===== src/rtl/dma_addr_unit.sv =====
module dma_addr_unit #(
  parameter int          AW       = 32,
  parameter int          IMMW     = 16,
  parameter logic [31:0] CTRL_RST = 32'h0000_4001
) (
  input  logic          clk,
  input  logic          rst_n,
  input  logic          cmd_mov,
  input  logic          cmd_add,
  input  logic          cmd_sub,
  input  logic [1:0]    cmd_sel,
  input  logic [31:0]   cmd_imm,
  input  logic          adv_src,
  input  logic          adv_dst,
  input  logic [1:0]    prog_sel,
  output logic [AW-1:0] src_addr,
  output logic [AW-1:0] dst_addr,
  output logic [31:0]   ctrl,
  output logic [2:0]    src_prot,
  output logic [2:0]    src_cache,
  output logic [2:0]    dst_prot,
  output logic [3:0]    dst_cache,
  output logic          cmd_rej,
  output logic          size_err,
  output logic [AW-1:0] prog_cnt,
  output logic          prog_err
);

  localparam logic [1:0] SEL_S = 2'd0;
  localparam logic [1:0] SEL_C = 2'd1;
  localparam logic [1:0] SEL_D = 2'd2;

  logic [AW-1:0] s_base, d_base, s_nxt, d_nxt, adj, s_step, d_step;
  logic          s_ld, d_ld;
  logic          hit_s, hit_c, hit_d, arith, neg, s_ok, d_ok;

  assign hit_s = cmd_sel == SEL_S;
  assign hit_c = cmd_sel == SEL_C;
  assign hit_d = cmd_sel == SEL_D;
  assign arith = !cmd_mov && (cmd_add || cmd_sub);
  assign neg   = !cmd_mov && !cmd_add && cmd_sub;

  assign cmd_rej = (cmd_mov && !(hit_s || hit_c || hit_d)) ||
                   (arith && !(hit_s || hit_d));

  assign adj = neg ? (~AW'(cmd_imm[IMMW-1:0]) + AW'(1)) : AW'(cmd_imm[IMMW-1:0]);

  assign s_ok = ctrl[3:1]   <= 3'd4;
  assign d_ok = ctrl[17:15] <= 3'd4;
  assign size_err = !s_ok || !d_ok;

  assign s_step = (adv_src && ctrl[0] && s_ok)
                  ? ((AW'(ctrl[7:4]) + AW'(1)) << ctrl[3:1]) : '0;
  assign d_step = (adv_dst && ctrl[14] && d_ok)
                  ? ((AW'(ctrl[21:18]) + AW'(1)) << ctrl[17:15]) : '0;

  assign s_nxt = (cmd_mov && hit_s) ? cmd_imm[AW-1:0]
               : src_addr + ((arith && hit_s) ? adj : '0) + s_step;
  assign d_nxt = (cmd_mov && hit_d) ? cmd_imm[AW-1:0]
               : dst_addr + ((arith && hit_d) ? adj : '0) + d_step;

  always_ff @(posedge clk) begin
    if (!rst_n) begin
      src_addr <= '0;
      dst_addr <= '0;
      ctrl     <= CTRL_RST;
      s_base   <= '0;
      d_base   <= '0;
      s_ld     <= 1'b0;
      d_ld     <= 1'b0;
    end else begin
      src_addr <= s_nxt;
      dst_addr <= d_nxt;
      if (cmd_mov && hit_c) ctrl <= cmd_imm;
      if (cmd_mov && hit_s) begin
        s_base <= cmd_imm[AW-1:0];
        s_ld   <= 1'b1;
      end
      if (cmd_mov && hit_d) begin
        d_base <= cmd_imm[AW-1:0];
        d_ld   <= 1'b1;
      end
    end
  end

  assign src_prot  = ctrl[10:8];
  assign src_cache = ctrl[13:11];
  assign dst_prot  = ctrl[24:22];
  assign dst_cache = ctrl[28:25];

  assign prog_err = !((prog_sel == SEL_S && s_ld) || (prog_sel == SEL_D && d_ld));
  assign prog_cnt = prog_err ? '0
                  : (prog_sel == SEL_S ? src_addr - s_base : dst_addr - d_base);

  assert_mov_src_R2: assert property (@(posedge clk) disable iff (!rst_n)
    (cmd_mov && cmd_sel == SEL_S) |=> src_addr == $past(cmd_imm[AW-1:0]));

  assert_mov_ctrl_R2: assert property (@(posedge clk) disable iff (!rst_n)
    (cmd_mov && cmd_sel == SEL_C) |=> ctrl == $past(cmd_imm));

  assert_add_src_R3: assert property (@(posedge clk) disable iff (!rst_n)
    (!cmd_mov && cmd_add && cmd_sel == SEL_S && !adv_src) |=>
      src_addr == $past(src_addr) + AW'($past(cmd_imm[IMMW-1:0])));

  assert_reject_R3: assert property (@(posedge clk) disable iff (!rst_n)
    (cmd_sel == 2'd3 && (cmd_mov || cmd_add || cmd_sub) && !adv_src && !adv_dst) |=>
      ($stable(src_addr) && $stable(dst_addr) && $stable(ctrl)));

  assert_fixed_src_R5: assert property (@(posedge clk) disable iff (!rst_n)
    (!ctrl[0] && !(cmd_sel == SEL_S && (cmd_mov || cmd_add || cmd_sub))) |=>
      $stable(src_addr));

  assert_bad_size_R6: assert property (@(posedge clk) disable iff (!rst_n)
    (ctrl[3:1] > 3'd4 || ctrl[17:15] > 3'd4) |-> size_err);

  assert_prog_fresh_R8: assert property (@(posedge clk) disable iff (!rst_n)
    (cmd_mov && cmd_sel == SEL_D) |=> (prog_sel != SEL_D || (prog_cnt == '0 && !prog_err)));

  assert_mov_wins_R9: assert property (@(posedge clk) disable iff (!rst_n)
    (cmd_mov && cmd_sel == SEL_D && adv_dst) |=> dst_addr == $past(cmd_imm[AW-1:0]));

endmodule


===== config.mk =====
export PLATFORM = sky130hd
export DESIGN_NAME = dma_addr_unit
export DESIGN_NICKNAME = d
export VERILOG_FILES = /design/src/rtl/dma_addr_unit.sv
export SDC_FILE = /design/constraint.sdc
export NUM_CORES = 1
export LEC_CHECK = 0
export ABC_CLOCK_PERIOD_IN_PS = 5210
export BUFFER_PORTS_ARGS = -buffer_cell sky130_fd_sc_hd__buf_2
export CAP_MARGIN = 20
export CORE_MARGIN = 2
export CORE_UTILIZATION = 60
export DETAILED_ROUTE_END_ITERATION = 10
export GPL_TIMING_DRIVEN = 0
export PLACE_DENSITY = 0.87
export SLEW_MARGIN = 20
export SYNTH_ARGS = -nofsm -noshare
export SYNTH_HDL_FRONTEND = slang
export SYNTH_SLANG_ARGS = --single-unit

===== constraint.sdc =====
create_clock -name clk -period 5.21 [get_ports clk]
set_input_delay 0.2605 -clock clk [delete_from_list [all_inputs] [get_ports clk]]
set_output_delay 0.2605 -clock clk [all_outputs]
set_load 0.05 [all_outputs]

-- Yosys cells after proc, flatten, opt, wreduce, memory -nomap -nowiden
Cells that the tools add are included.
- register bits: 162
- input port bits: 43
- logic and storage cells: 65
- output and inout port bits: 144
- add/sub/neg operators: 9
- equal/unequal tests: 3
- mux-type cells: 9
- bitwise gates (word level): 1
- reductions and logical operators: 32
- magnitude comparators: 2
- shift-type cells: 2
- operator list (cell ; count):
    2-to-1 mux 32 bit ; 9
    adder 32 bit ; 4
    left shift 5 x 3 -> 32 bit ; 2
    subtractor 32 bit ; 2
    adder 32 x 1 -> 32 bit, second input constant ; 1
    NOT 16 -> 32 bit ; 1
    logical AND 1 bit ; 16
    adder 4 x 1 -> 5 bit, second input constant ; 2
    logical NOT 1 bit ; 7
    logical OR 1 bit ; 7
    <= comparator 3 bit, second input constant ; 2
    == test 2 bit, second input constant ; 2
    logical NOT 2 bit ; 2
    == test 2 x 1 -> 1 bit, second input constant ; 1

-- Longest topological paths before layout
- depth in word-level cells: 8
- depth in mapped cells: 21
- depth with buffers taken out: 19

-- Least setup slack after synthesis
No wires, ideal clock.
- kind: register to register
- from: reg ctrl[18]
- to: reg dst_addr[28]
- required time: 5088 ps
- period minus slack after synthesis: 4744 ps
- data arrival time: 4622 ps
- buffers on the path: 0
- library setup time: 122 ps
- stages on the path, launching flop included: 18
- setup slack: 466 ps
- cell sequence: dfxtp_1 ha_1 xor2_1 nand2_1 o21ai_0 nor2_1 a2111oi_0 fa_1 ha_1 o21ai_1 o2111ai_2 a41oi_1 o41ai_2 a21oi_1 o41a_1 o21ai_1 nor4b_1 a221o_1
- cells in the longest elaborated chain, start to end: 5
- RTL lines (item ; line ; text):
    from (decl) ; 18 ; output logic [31:0] ctrl,
    from (signal assigned) ; 74 ; if (cmd_mov && hit_c) ctrl <= cmd_imm;
    adder 4 x 1 -> 5 bit ; 55 ; ? ((AW'(ctrl[21:18]) + AW'(1)) << ctrl[17:15]) : '0;
    left shift 5 x 3 -> 32 bit ; 55 ;
    2-to-1 mux 32 bit ; 55 ;
    adder 32 bit ; 60 ; : dst_addr + ((arith && hit_d) ? adj : '0) + d_step;
    2-to-1 mux 32 bit ; 59 ; assign d_nxt = (cmd_mov && hit_d) ? cmd_imm[AW-1:0]
    to (signal assigned) ; 73 ; dst_addr <= d_nxt;
    to (decl) ; 17 ; output logic [AW-1:0] dst_addr,
Every way passes these cells.
A chain may end at the register's enable or synchronous reset.

-- Worst setup path after layout
- from: reg ctrl[5]
- to: reg src_addr[30]
- cells in the longest elaborated chain, start to end: 5
- RTL lines (item ; line ; text):
    adder 4 x 1 -> 5 bit ; 53 ; ? ((AW'(ctrl[7:4]) + AW'(1)) << ctrl[3:1]) : '0;
    left shift 5 x 3 -> 32 bit ; 53 ;
    2-to-1 mux 32 bit ; 53 ;
    adder 32 bit ; 58 ; : src_addr + ((arith && hit_s) ? adj : '0) + s_step;
    2-to-1 mux 32 bit ; 57 ; assign s_nxt = (cmd_mov && hit_s) ? cmd_imm[AW-1:0]
    to (signal assigned) ; 72 ; src_addr <= s_nxt;
    to (decl) ; 16 ; output logic [AW-1:0] src_addr,
Every way passes these cells.

==> flow_summary.toml <==
[die]
coreArea_um2 = 25000
fp.dieH_um = 163
die_x_um = 163
start_util_pct = 60.5
dieArea_um2 = 26500
ioPinCount = 187
row_count = 58

[clock_network]
cts_buffer_depth = 2
clk_latency_ns = 0.45
cts_max_level = 4
root_buffer = "clkbuf_16"
clkTransAtPathRegs_ns = 0.08
postCtsSetupRepairBufs = 0
cts_buffers = 17
cts_sinks = 162
cts_tree = "built"

[placed_design]
preCtsSetupSlack_ns = -0.206
gp_congestion = 1.02
place_hpwl_um = 43500
portBuffers = 179

[global_route]
grt_overflow = 0
grt_usage_pct = 40.2
grt_start_max_net_pins = 17
grt_pass1_wl_um = 82000
grt_pass1_vias = 14900
antenna_found_initial = 0

[detailed_routing]
vias = 16300
ant_nets = 0
avgViaCountPerCell = 6.37
drc = 0
postRouteWirelength_um = 55100
wl_per_cell_um = 21.5
drt_iter0_markers = 1997
drt_pre_antenna_iters = 5

[layout]
drive_above_1_share_pct = 11.2
synthToLayoutAreaGrowth_pct = 13.1
antennaDiodeCount = 0
final_net_count = 2452
final_util_pct = 68.5
fillers = 2169

[yosys]
netlist_instances = 2014
netlist_area_um2 = 15100
synth_top_flop_cell = "dfxtp_1"
yosys-top-cells-count = "nand2_1, ha_1, dfxtp_1"
synth_seq_area_share_pct = 21.5
synthDistinctLibCells = 88
synthArstFlopShare_pct = 0
yosysWarnings = 0
synth_largest_area_cell = "dfxtp_1"
syn_avg_cell_area_um2 = 7.50
synth_most_common_cell = "nand2_1"
yosys-top-cells-area = "dfxtp_1, ha_1, nand2_1"
ys_ff_latch = 162
yosys.area.top_type_share_pct = 21.5
synth_edf_count = 0

[pwr]
fin_total_pwr_w = 0.00497
cellPowerDensity_nw_per_um2 = 291
peakVddDrop_v = 0.000245
swShare_pct = 42.9
cellLeakagePower_nw = 7.95
p_seq_share_pct = 28.2
p_int_w = 0.00284
p_comb_share_pct = 43.9
clkPwrFrac_pct = 27.9
switchingPower_w = 0.00213

[timing]
worstMarginPinSlew_ns = 1.08
setup_violations = 0
hold_viol = 0
relSlewSlack_pct = 28.2
layout_min_cycle_time_ns = 5.05
drv_slew = 0
max_freq_mhz = 198
min_period_over_period_pct = 96.9
setup_tns_ns = 0
clock-skew-final_ns = 0.0169
finalWorstSetupSlack_ns = 0.164

[flow_run]
max_cap_viol_count = 0

[worst_setup_path]
worst_setup_path_end_kind = "flip-flop"
path_class = "reg2reg"
required_ns = 5.52
worstPathMaxFanout = 5
start_kind = "flip-flop"
crit_arrival_ns = 5.36

[worst_hold_path]
holdCritPathClass = "in2reg"

[status]
status = "finished clean"
[registers in the layout, summed over array words and instances (netlist names)]
signal,flops
ctrl,32
d_base,32
dst_addr,32
s_base,32
src_addr,32
d_ld,1
s_ld,1
[power groups by stage]
stage	Sequential, W	Combinational, W	Clock (W)
6_report	0.00140	0.00218	0.00139
5_1_grt	0.00140	0.00232	0.00143
4_1_cts	0.00139	0.00211	0.00137
3_5_place_dp	0.00142	0.00208	0
3_3_place_gp	0.00142	0.00205	0
2_1_floorplan	0.00158	0.00136	0
[per-layer routing]
metal | global-route usage [%] | vias to the layer above | part of all wire, %
met5 | 0 | - | 0
met4 | 20.8 | 0 | 5.4
met3 | 7.61 | 187 | 11
met2 | 63.5 | 968 | 45
met1 | 52.5 | 7650 | 39
li1 | - | 7499 | -
[cell type report]
| cell class | count | area [um^2] | area share (%) |
|---|---|---|---|
| Timing Repair Buffer | 179 | 896 | 5.24 |
| Buffer | 124 | 515 | 3.02 |
| Clock inverter | 14 | 193 | 1.13 |
| Inverter | 110 | 413 | 2.42 |
| Clock buffer | 18 | 429 | 2.51 |
| Multi-Input combinational cell | 1623 | 11000 | 64.3 |
| Tap cell | 330 | 413 | 2.42 |
| Sequential cell | 162 | 3240 | 19.0 |
[critical path, cell delays in order, from the launching register on]
cell	delay, ns
dfxtp_1	0.44
ha_1	0.25
xor2_1	0.32
nand2_1	0.08
o21ai_0	0.21
nor2_1	0.12
a2111oi_2	0.51
fa_1	0.50
ha_1	0.26
a211oi_1	0.30
o211ai_1	0.20
a31oi_1	0.38
o221ai_2	0.20
a21o_1	0.26
a31o_2	0.29
a31oi_1	0.32
or4_1	0.17
nand3_1	0.08
[through the flow]
stage / area, um^2 / hold slack [ns] / std cells
2_1_floorplan: 15100 / 0.384 / 2019
6_report: 17100 / 0.123 / 2560
5_1_grt: 17100 / 0.131 / 2560
3_5_place_dp: 16400 / 0.457 / 2528
3_3_place_gp: 16400 / 0.448 / 2528
4_1_cts: 17100 / 0.121 / 2560
[what timing repair did]
action,in CTS,in global routing
hold endpoints to repair,0,0
resized for setup,0,7
hold buffers,0,0
endpoints found under the setup margin,0,17
[cells in the final DEF, fill, tap and decap left out, types with 9 or more instances in the layout]
cell type and count:
nor2_1 131, a21oi_1 125, clkbuf_1 107, xor2_1 56, mux2i_1 9, xnor2_1 59, nor3_1 51, nor2b_1 13
a21o_1 64, buf_2 180, dfxtp_1 161, and2_1 40, and3_1 27, o21ai_0 108, nand2_1 315, a211oi_1 22
o21bai_1 15, fa_1 28, a21boi_0 102, inv_1 109, clkbuf_16 17, ha_1 164, o31ai_1 14, nand3_1 55
nand2b_1 12, buf_4 13, o21a_1 19, o21ai_1 11, o211ai_1 10, nand4_1 29, a31oi_1 17
[worst paths after layout]
check	to	start	depth (start not counted)	slack [ns]
worst min register to register	s_base[28]	s_base[28]	2	0.47
worst min-delay path	ctrl[28]	cmd_imm[28]	3	0.12
worst max-delay path	src_addr[30]	ctrl[5]	17	0.16
worst max register to register	src_addr[30]	ctrl[5]	17	0.16
[cells by family after synthesis]
family	after synthesis	share of synthesized area, %
fa+ha+maj	192	17.3
compound gates	581	25.8
xor+xnor	115	6.67
mux	9	0.596
buf+inv	234	6.15
simple gates	720	22.0
other cells	1	0.0248
flops	162	21.5
(Power assumes the default switching activity.)
